## config.mk

```make
export PLATFORM = sky130hd
export DESIGN_NAME = clkgen_mode_ctrl
export DESIGN_NICKNAME = d
export VERILOG_FILES = /design/src/rtl/clkgen_mode_pkg.sv /design/src/rtl/clkgen_mode_fsm.sv /design/src/rtl/clkgen_lock_phase.sv /design/src/rtl/clkgen_out_decode.sv /design/src/rtl/clkgen_mode_ctrl.sv
export SDC_FILE = /design/constraint.sdc
export NUM_CORES = 1
export LEC_CHECK = 0
export ABC_AREA = 1
export BUFFER_PORTS_ARGS = -buffer_cell sky130_fd_sc_hd__buf_2
export CORE_MARGIN = 5
export CORE_UTILIZATION = 29
export DETAILED_ROUTE_END_ITERATION = 8
export PLACE_DENSITY = 0.48
export SYNTH_ARGS = -nofsm -noshare
export SYNTH_HDL_FRONTEND = slang
export SYNTH_HIERARCHICAL = 1
export SYNTH_SLANG_ARGS = --single-unit
```

## constraint.sdc

```tcl
create_clock -name clk -period 1.5 [get_ports clk]
set_input_delay 0.15 -clock clk [delete_from_list [all_inputs] [get_ports clk]]
set_output_delay 0.15 -clock clk [all_outputs]
set_load 0.05 [all_outputs]
```

## src/rtl/clkgen_mode_pkg.sv

```systemverilog
package clkgen_mode_pkg;
    typedef enum logic [1:0] {
        MODE_SELF    = 2'b00,
        MODE_INT_FLL = 2'b01,
        MODE_EXT_BYP = 2'b10,
        MODE_EXT_FLL = 2'b11
    } clk_mode_e;

    typedef enum logic {
        ST_HOLD = 1'b0,
        ST_SYNC = 1'b1
    } sync_st_e;
endpackage

```

## src/rtl/clkgen_mode_fsm.sv

```systemverilog
module clkgen_mode_fsm
    import clkgen_mode_pkg::*;
#(
    parameter int SYNC_CYCLES = 4
) (
    input  logic      clk,
    input  logic      rst_n,
    input  clk_mode_e req,
    input  logic      ext_stable,
    input  logic      dco_stable,
    input  logic      clk_loss,
    input  logic      loss_clr,
    output clk_mode_e act,
    output logic      loss_flag
);
    localparam int CNT_W = $clog2(SYNC_CYCLES + 1);
    localparam logic [CNT_W-1:0] CNT_LAST = CNT_W'(SYNC_CYCLES - 1);

    sync_st_e         st_q, st_d;
    clk_mode_e        act_q, act_d, tgt_q, tgt_d;
    logic [CNT_W-1:0] cnt_q, cnt_d;
    logic             flag_q, flag_d;
    logic             req_ok, fall;

    function automatic logic entry_ok(clk_mode_e tgt, clk_mode_e cur,
                                      logic ext, logic dco);
        logic ok;
        unique case (tgt)
            MODE_SELF:    ok = (cur != MODE_EXT_BYP);
            MODE_INT_FLL: ok = dco;
            MODE_EXT_BYP: ok = ext;
            MODE_EXT_FLL: ok = ext && dco;
        endcase
        return ok;
    endfunction

    assign req_ok = entry_ok(req, act_q, ext_stable, dco_stable);
    assign fall   = (act_q == MODE_EXT_FLL) && clk_loss;

    always_comb begin
        st_d   = st_q;
        act_d  = act_q;
        tgt_d  = tgt_q;
        cnt_d  = cnt_q;
        flag_d = loss_clr ? 1'b0 : flag_q;
        if (fall) begin
            act_d  = MODE_SELF;
            st_d   = ST_HOLD;
            cnt_d  = '0;
            flag_d = 1'b1;
        end else begin
            unique case (st_q)
                ST_HOLD: begin
                    if (req != act_q && req_ok) begin
                        st_d  = ST_SYNC;
                        tgt_d = req;
                        cnt_d = CNT_W'(1);
                    end
                end
                ST_SYNC: begin
                    if (req == act_q || !req_ok) begin
                        st_d  = ST_HOLD;
                        cnt_d = '0;
                    end else if (req != tgt_q) begin
                        tgt_d = req;
                        cnt_d = CNT_W'(1);
                    end else if (cnt_q == CNT_LAST) begin
                        act_d = tgt_q;
                        st_d  = ST_HOLD;
                        cnt_d = '0;
                    end else begin
                        cnt_d = cnt_q + CNT_W'(1);
                    end
                end
            endcase
        end
    end

    always_ff @(posedge clk or negedge rst_n) begin
        if (!rst_n) begin
            st_q   <= ST_HOLD;
            act_q  <= MODE_INT_FLL;
            tgt_q  <= MODE_INT_FLL;
            cnt_q  <= '0;
            flag_q <= 1'b0;
        end else begin
            st_q   <= st_d;
            act_q  <= act_d;
            tgt_q  <= tgt_d;
            cnt_q  <= cnt_d;
            flag_q <= flag_d;
        end
    end

    always_comb begin
        act       = act_q;
        loss_flag = flag_q;
    end

    // the actual mode only moves out of a sync run or a loss fallback
    a_r2_change_after_sync: assert property (@(posedge clk) disable iff (!rst_n)
        (act_q != $past(act_q)) |->
            ($past(st_q) == ST_SYNC || $past(act_q) == MODE_EXT_FLL));

    // entry conditions on the sources
    a_r3_int_needs_dco: assert property (@(posedge clk) disable iff (!rst_n)
        (act_q == MODE_INT_FLL && $past(act_q) != MODE_INT_FLL) |-> $past(dco_stable));
    a_r3_byp_needs_ext: assert property (@(posedge clk) disable iff (!rst_n)
        (act_q == MODE_EXT_BYP && $past(act_q) != MODE_EXT_BYP) |-> $past(ext_stable));
    a_r3_fll_needs_both: assert property (@(posedge clk) disable iff (!rst_n)
        (act_q == MODE_EXT_FLL && $past(act_q) != MODE_EXT_FLL) |->
            ($past(ext_stable) && $past(dco_stable)));

    // bypass never drops directly to self-clocked
    a_r4_no_byp_to_self: assert property (@(posedge clk) disable iff (!rst_n)
        (act_q == MODE_EXT_BYP) |=> (act_q != MODE_SELF));

    // loss in external FLL mode forces self-clocked and sets the flag
    a_r8_loss_fallback: assert property (@(posedge clk) disable iff (!rst_n)
        (act_q == MODE_EXT_FLL && clk_loss) |=> (act_q == MODE_SELF && flag_q));
endmodule

```

## src/rtl/clkgen_lock_phase.sv

```systemverilog
module clkgen_lock_phase (
    input  logic clk,
    input  logic rst_n,
    input  logic lock,
    input  logic mult_wr,
    output logic locked
);
    logic locked_q;

    always_ff @(posedge clk or negedge rst_n) begin
        if (!rst_n)       locked_q <= 1'b0;
        else if (mult_wr) locked_q <= 1'b0;
        else if (lock)    locked_q <= 1'b1;
    end

    assign locked = locked_q;

    // a multiplier rewrite always puts the divider back into its locking phase
    a_r6_relock_on_mult: assert property (@(posedge clk) disable iff (!rst_n)
        mult_wr |=> !locked_q);
endmodule

```

## src/rtl/clkgen_out_decode.sv

```systemverilog
module clkgen_out_decode
    import clkgen_mode_pkg::*;
#(
    parameter int WIN_W      = 8,
    parameter int INT_WIN    = 8,
    parameter int EXT_WIN_LO = 2,
    parameter int EXT_WIN_HI = 128
) (
    input  clk_mode_e        act,
    input  logic             range_hi,
    input  logic             lock,
    input  logic             ratio_ge4,
    input  logic             locked,
    output logic [WIN_W-1:0] win_len,
    output logic             win_ext,
    output logic             div_half,
    output logic             fix_ext
);
    always_comb begin
        win_len  = '0;
        win_ext  = 1'b0;
        div_half = 1'b0;
        fix_ext  = 1'b0;
        unique case (act)
            MODE_SELF: begin
                win_len = WIN_W'(INT_WIN);
            end
            MODE_INT_FLL: begin
                win_len  = WIN_W'(INT_WIN);
                div_half = !locked;
            end
            MODE_EXT_BYP: begin
                win_len = '0;
            end
            MODE_EXT_FLL: begin
                win_ext  = 1'b1;
                win_len  = range_hi ? WIN_W'(EXT_WIN_HI) : WIN_W'(EXT_WIN_LO);
                div_half = !locked;
                fix_ext  = lock && ratio_ge4;
            end
        endcase
    end

    // the external fixed clock is only chosen with the FLL on the external reference
    a_r7_fix_only_ext_fll: assert property (@(posedge fix_ext) act == MODE_EXT_FLL);
endmodule

```

## src/rtl/clkgen_mode_ctrl.sv

```systemverilog
module clkgen_mode_ctrl
    import clkgen_mode_pkg::*;
#(
    parameter int SYNC_CYCLES = 4,
    parameter int WIN_W       = 8,
    parameter int INT_WIN     = 8,
    parameter int EXT_WIN_LO  = 2,
    parameter int EXT_WIN_HI  = 128
) (
    input  logic             clk,
    input  logic             rst_n,
    input  logic [1:0]       req_mode,
    input  logic             ext_stable,
    input  logic             dco_stable,
    input  logic             lock,
    input  logic             clk_loss,
    input  logic             range_hi,
    input  logic             ratio_ge4,
    input  logic             mult_wr,
    input  logic             loss_clr,
    output logic [1:0]       act_mode,
    output logic [WIN_W-1:0] win_len,
    output logic             win_ext,
    output logic             div_half,
    output logic             fix_ext,
    output logic             loss_flag
);
    clk_mode_e act;
    logic      locked;

    clkgen_mode_fsm #(.SYNC_CYCLES(SYNC_CYCLES)) u_fsm (
        .clk        (clk),
        .rst_n      (rst_n),
        .req        (clk_mode_e'(req_mode)),
        .ext_stable (ext_stable),
        .dco_stable (dco_stable),
        .clk_loss   (clk_loss),
        .loss_clr   (loss_clr),
        .act        (act),
        .loss_flag  (loss_flag)
    );

    clkgen_lock_phase u_lock (
        .clk     (clk),
        .rst_n   (rst_n),
        .lock    (lock),
        .mult_wr (mult_wr),
        .locked  (locked)
    );

    clkgen_out_decode #(
        .WIN_W      (WIN_W),
        .INT_WIN    (INT_WIN),
        .EXT_WIN_LO (EXT_WIN_LO),
        .EXT_WIN_HI (EXT_WIN_HI)
    ) u_dec (
        .act       (act),
        .range_hi  (range_hi),
        .lock      (lock),
        .ratio_ge4 (ratio_ge4),
        .locked    (locked),
        .win_len   (win_len),
        .win_ext   (win_ext),
        .div_half  (div_half),
        .fix_ext   (fix_ext)
    );

    assign act_mode = act;
endmodule

```

==> flow_summary.toml <==
[layout]
final_common_cell = "nand2_1"
drive_above_1_share_pct = 31.1
fillers = 276
nNetsFinal = 146
final_cell_mix = "nand2_1, inv_1, buf_2"
antenna_cells = 0
areaGrowthSynthToFinish_pct = 21.5
final_util_pct = 36.2

[global_routing]
grt_util_all_layers_pct = 9.14
antenna_found_initial = 0
grt_pass1_vias = 611
grt_pass1_wl_um = 2440
grt_overflow = 0
grt_max_degree = 11

[worst_setup_path]
cp.required_ns = 1.35
cp-startpoint = "u_fsm/act[0]"
critPathMaxFanout = 7
worstPathArrival_ns = 1.30
end_kind = "output port"
r2r-start = "u_fsm/act[0]"
start_kind = "register"
worstSetupPathType = "reg2out"
rr_worst_depth = 9

[synthesis]
yosys-top-cells-area = "dfrtp_1, nand2_1, inv_1"
ys_types = 22
yosysTopAreaCell = "dfrtp_1"
syn_avg_cell_area_sq_um = 6.72
ys_warn_count = 6
ys_ff_latch = 10
yosysTopAreaCellShare_pct = 27.4
ys_seq_area_share_pct = 34.5
syn_inst = 109
netlist_area_sq_um = 732

[flow_run]
maxCapViolations = 0

[hold_path]
worstHoldPathType = "in2reg"
hold_start = "mult_wr"
holdPathStages = 2

[timing]
hold_viol = 0
clock.fmax_mhz = 688
setup_violations = 0
final.min_clock_period_ns = 1.45
whs_ns = 0.0355
clock_skew_ns = 0.00365
min_period_over_period_pct = 96.9
setup_tns_ns = 0
final_max_slew_viol_count = 0
rsz0062_at_grt = "yes"

[cts]
htreeDepth = 1
post_cts_buffers = 0
cts_buffers = 3
path_clk_slew_ns = 0.06
cts-root-buf = "clkbuf_4"
tritoncts = "built"
clk_path_buf_depth = 2
clock_sinks = 10
clk_latency_ns = 0.26

[routing]
vias = 673
drt_iter0_drc = 14
wl_per_cell_um = 9.45
antenna_left = 0
drc = 0
routed_via_density = 4.15
firstDrtPassIters = 4
wl_um = 1530

[floorplanning]
rows = 18
start_util_pct = 29.8
die_x_um = 60.2
io_pins = 26
core-area_sq_um = 2450
die_h_um = 60.2
dieArea_sq_um = 3630

[power]
leakage_nw = 0.531
p_total_mw = 0.690
p_per_area_nw_per_um2 = 775
vdd_ir_drop_max_uv = 405

[status]
status = "finished, final reports clean"

[placement]
place.gp.congestion = 0.710
dp.final_hpwl_um = 1260
port_buffers = 20
synthesized netlist by cell type:
cell type and count:
nand2_1 33, inv_1 18, nor2_1 10, dfrtp_1 8, nand3_1 7, buf_4 5
nand4_1 4, inv_2 3, nand2_2 3, nor2_2 3, dfstp_2 2, nand2_4 2
o21ai_1 2, buf_2 1, buf_6 1, conb_1 1, ha_1 1, nor2_4 1
o211ai_1 1, o21ai_0 1, or2_2 1, xnor2_1 1
per-stage QoR:
step           instances  worst slack [ns]  instance area, sq um
2_1_floorplan        113            -0.198                   749
3_3_place_gp         157             0.160                   841
3_5_place_dp         157             0.124                   841
4_1_cts              162            0.0107                   877
5_1_grt              162           -0.0119                   890
6_report             162            0.0470                   890
worst paths after layout:
| path | end | slack (ns) |
|---|---|---|
| worst max-delay path | win_len[1] | 0.05 |
| max in group asynchronous | u_fsm/act[0] | 0.97 |
| worst max register to register | u_fsm/act[1] | 0.12 |
| worst min-delay path | u_lock/locked | 0.04 |
| worst min register to register | u_fsm/tgt_q[0] | 0.51 |
| min in group asynchronous | u_fsm/cnt_q[2] | 0.27 |
per-layer routing:
| layer | GRT usage [%] | vias up | share of wire, % |
|---|---|---|---|
| li1 | - | 365 | - |
| met1 | 11.6 | 295 | 44 |
| met2 | 13.7 | 11 | 50 |
| met3 | 1.51 | 2 | 5.1 |
| met4 | 6.65 | 0 | 0.98 |
| met5 | 0 | - | 0 |
where the power goes:
part,internal [mW],switching [mW]
Clock,0.103,0.0875
Sequential,0.294,0.0226
Combinational,0.0552,0.128
kinds of logic after synthesis:
kind of cell               synth area share, %
adders and majority gates                 1.71
DFF                                       34.5
buffers and inverters                     18.1
xor gates and xnor gates                  1.20
AOI/OAI and AO/OA                         3.08
and+or+nand+nor                           40.9
other                                    0.512
sequential cells by signal (all words and copies together) (netlist names):
signal and count:
u_fsm/act 2, u_fsm/cnt_q 3, u_fsm/loss_flag 1, u_fsm/st_q 1
u_fsm/tgt_q 2, u_lock/locked 1
layout make-up:
| class | count | area [sq um] | area share, % |
|---|---|---|---|
| timing repair buffer | 22 | 125 | 14.1 |
| sequential | 10 | 253 | 28.4 |
| inverter | 21 | 78.8 | 8.86 |
| clock buffer | 4 | 26.3 | 2.95 |
| tap | 30 | 37.5 | 4.22 |
| multi-input combinational | 75 | 369 | 41.5 |
what timing repair did:
action	4_1_cts	5_1_grt
hold endpoints to repair	10	0
endpoints found under the setup margin	0	4
gates resized for setup	0	5
hold buffers	1	0
worst max-delay path, cell delays in order, from the launching register on:
cell and delay (ns):
dfstp_2 0.61, nand2_2 0.10, nor2_1 0.11, clkbuf_4 0.23
Note: power is estimated with default switching activity, not from simulation.
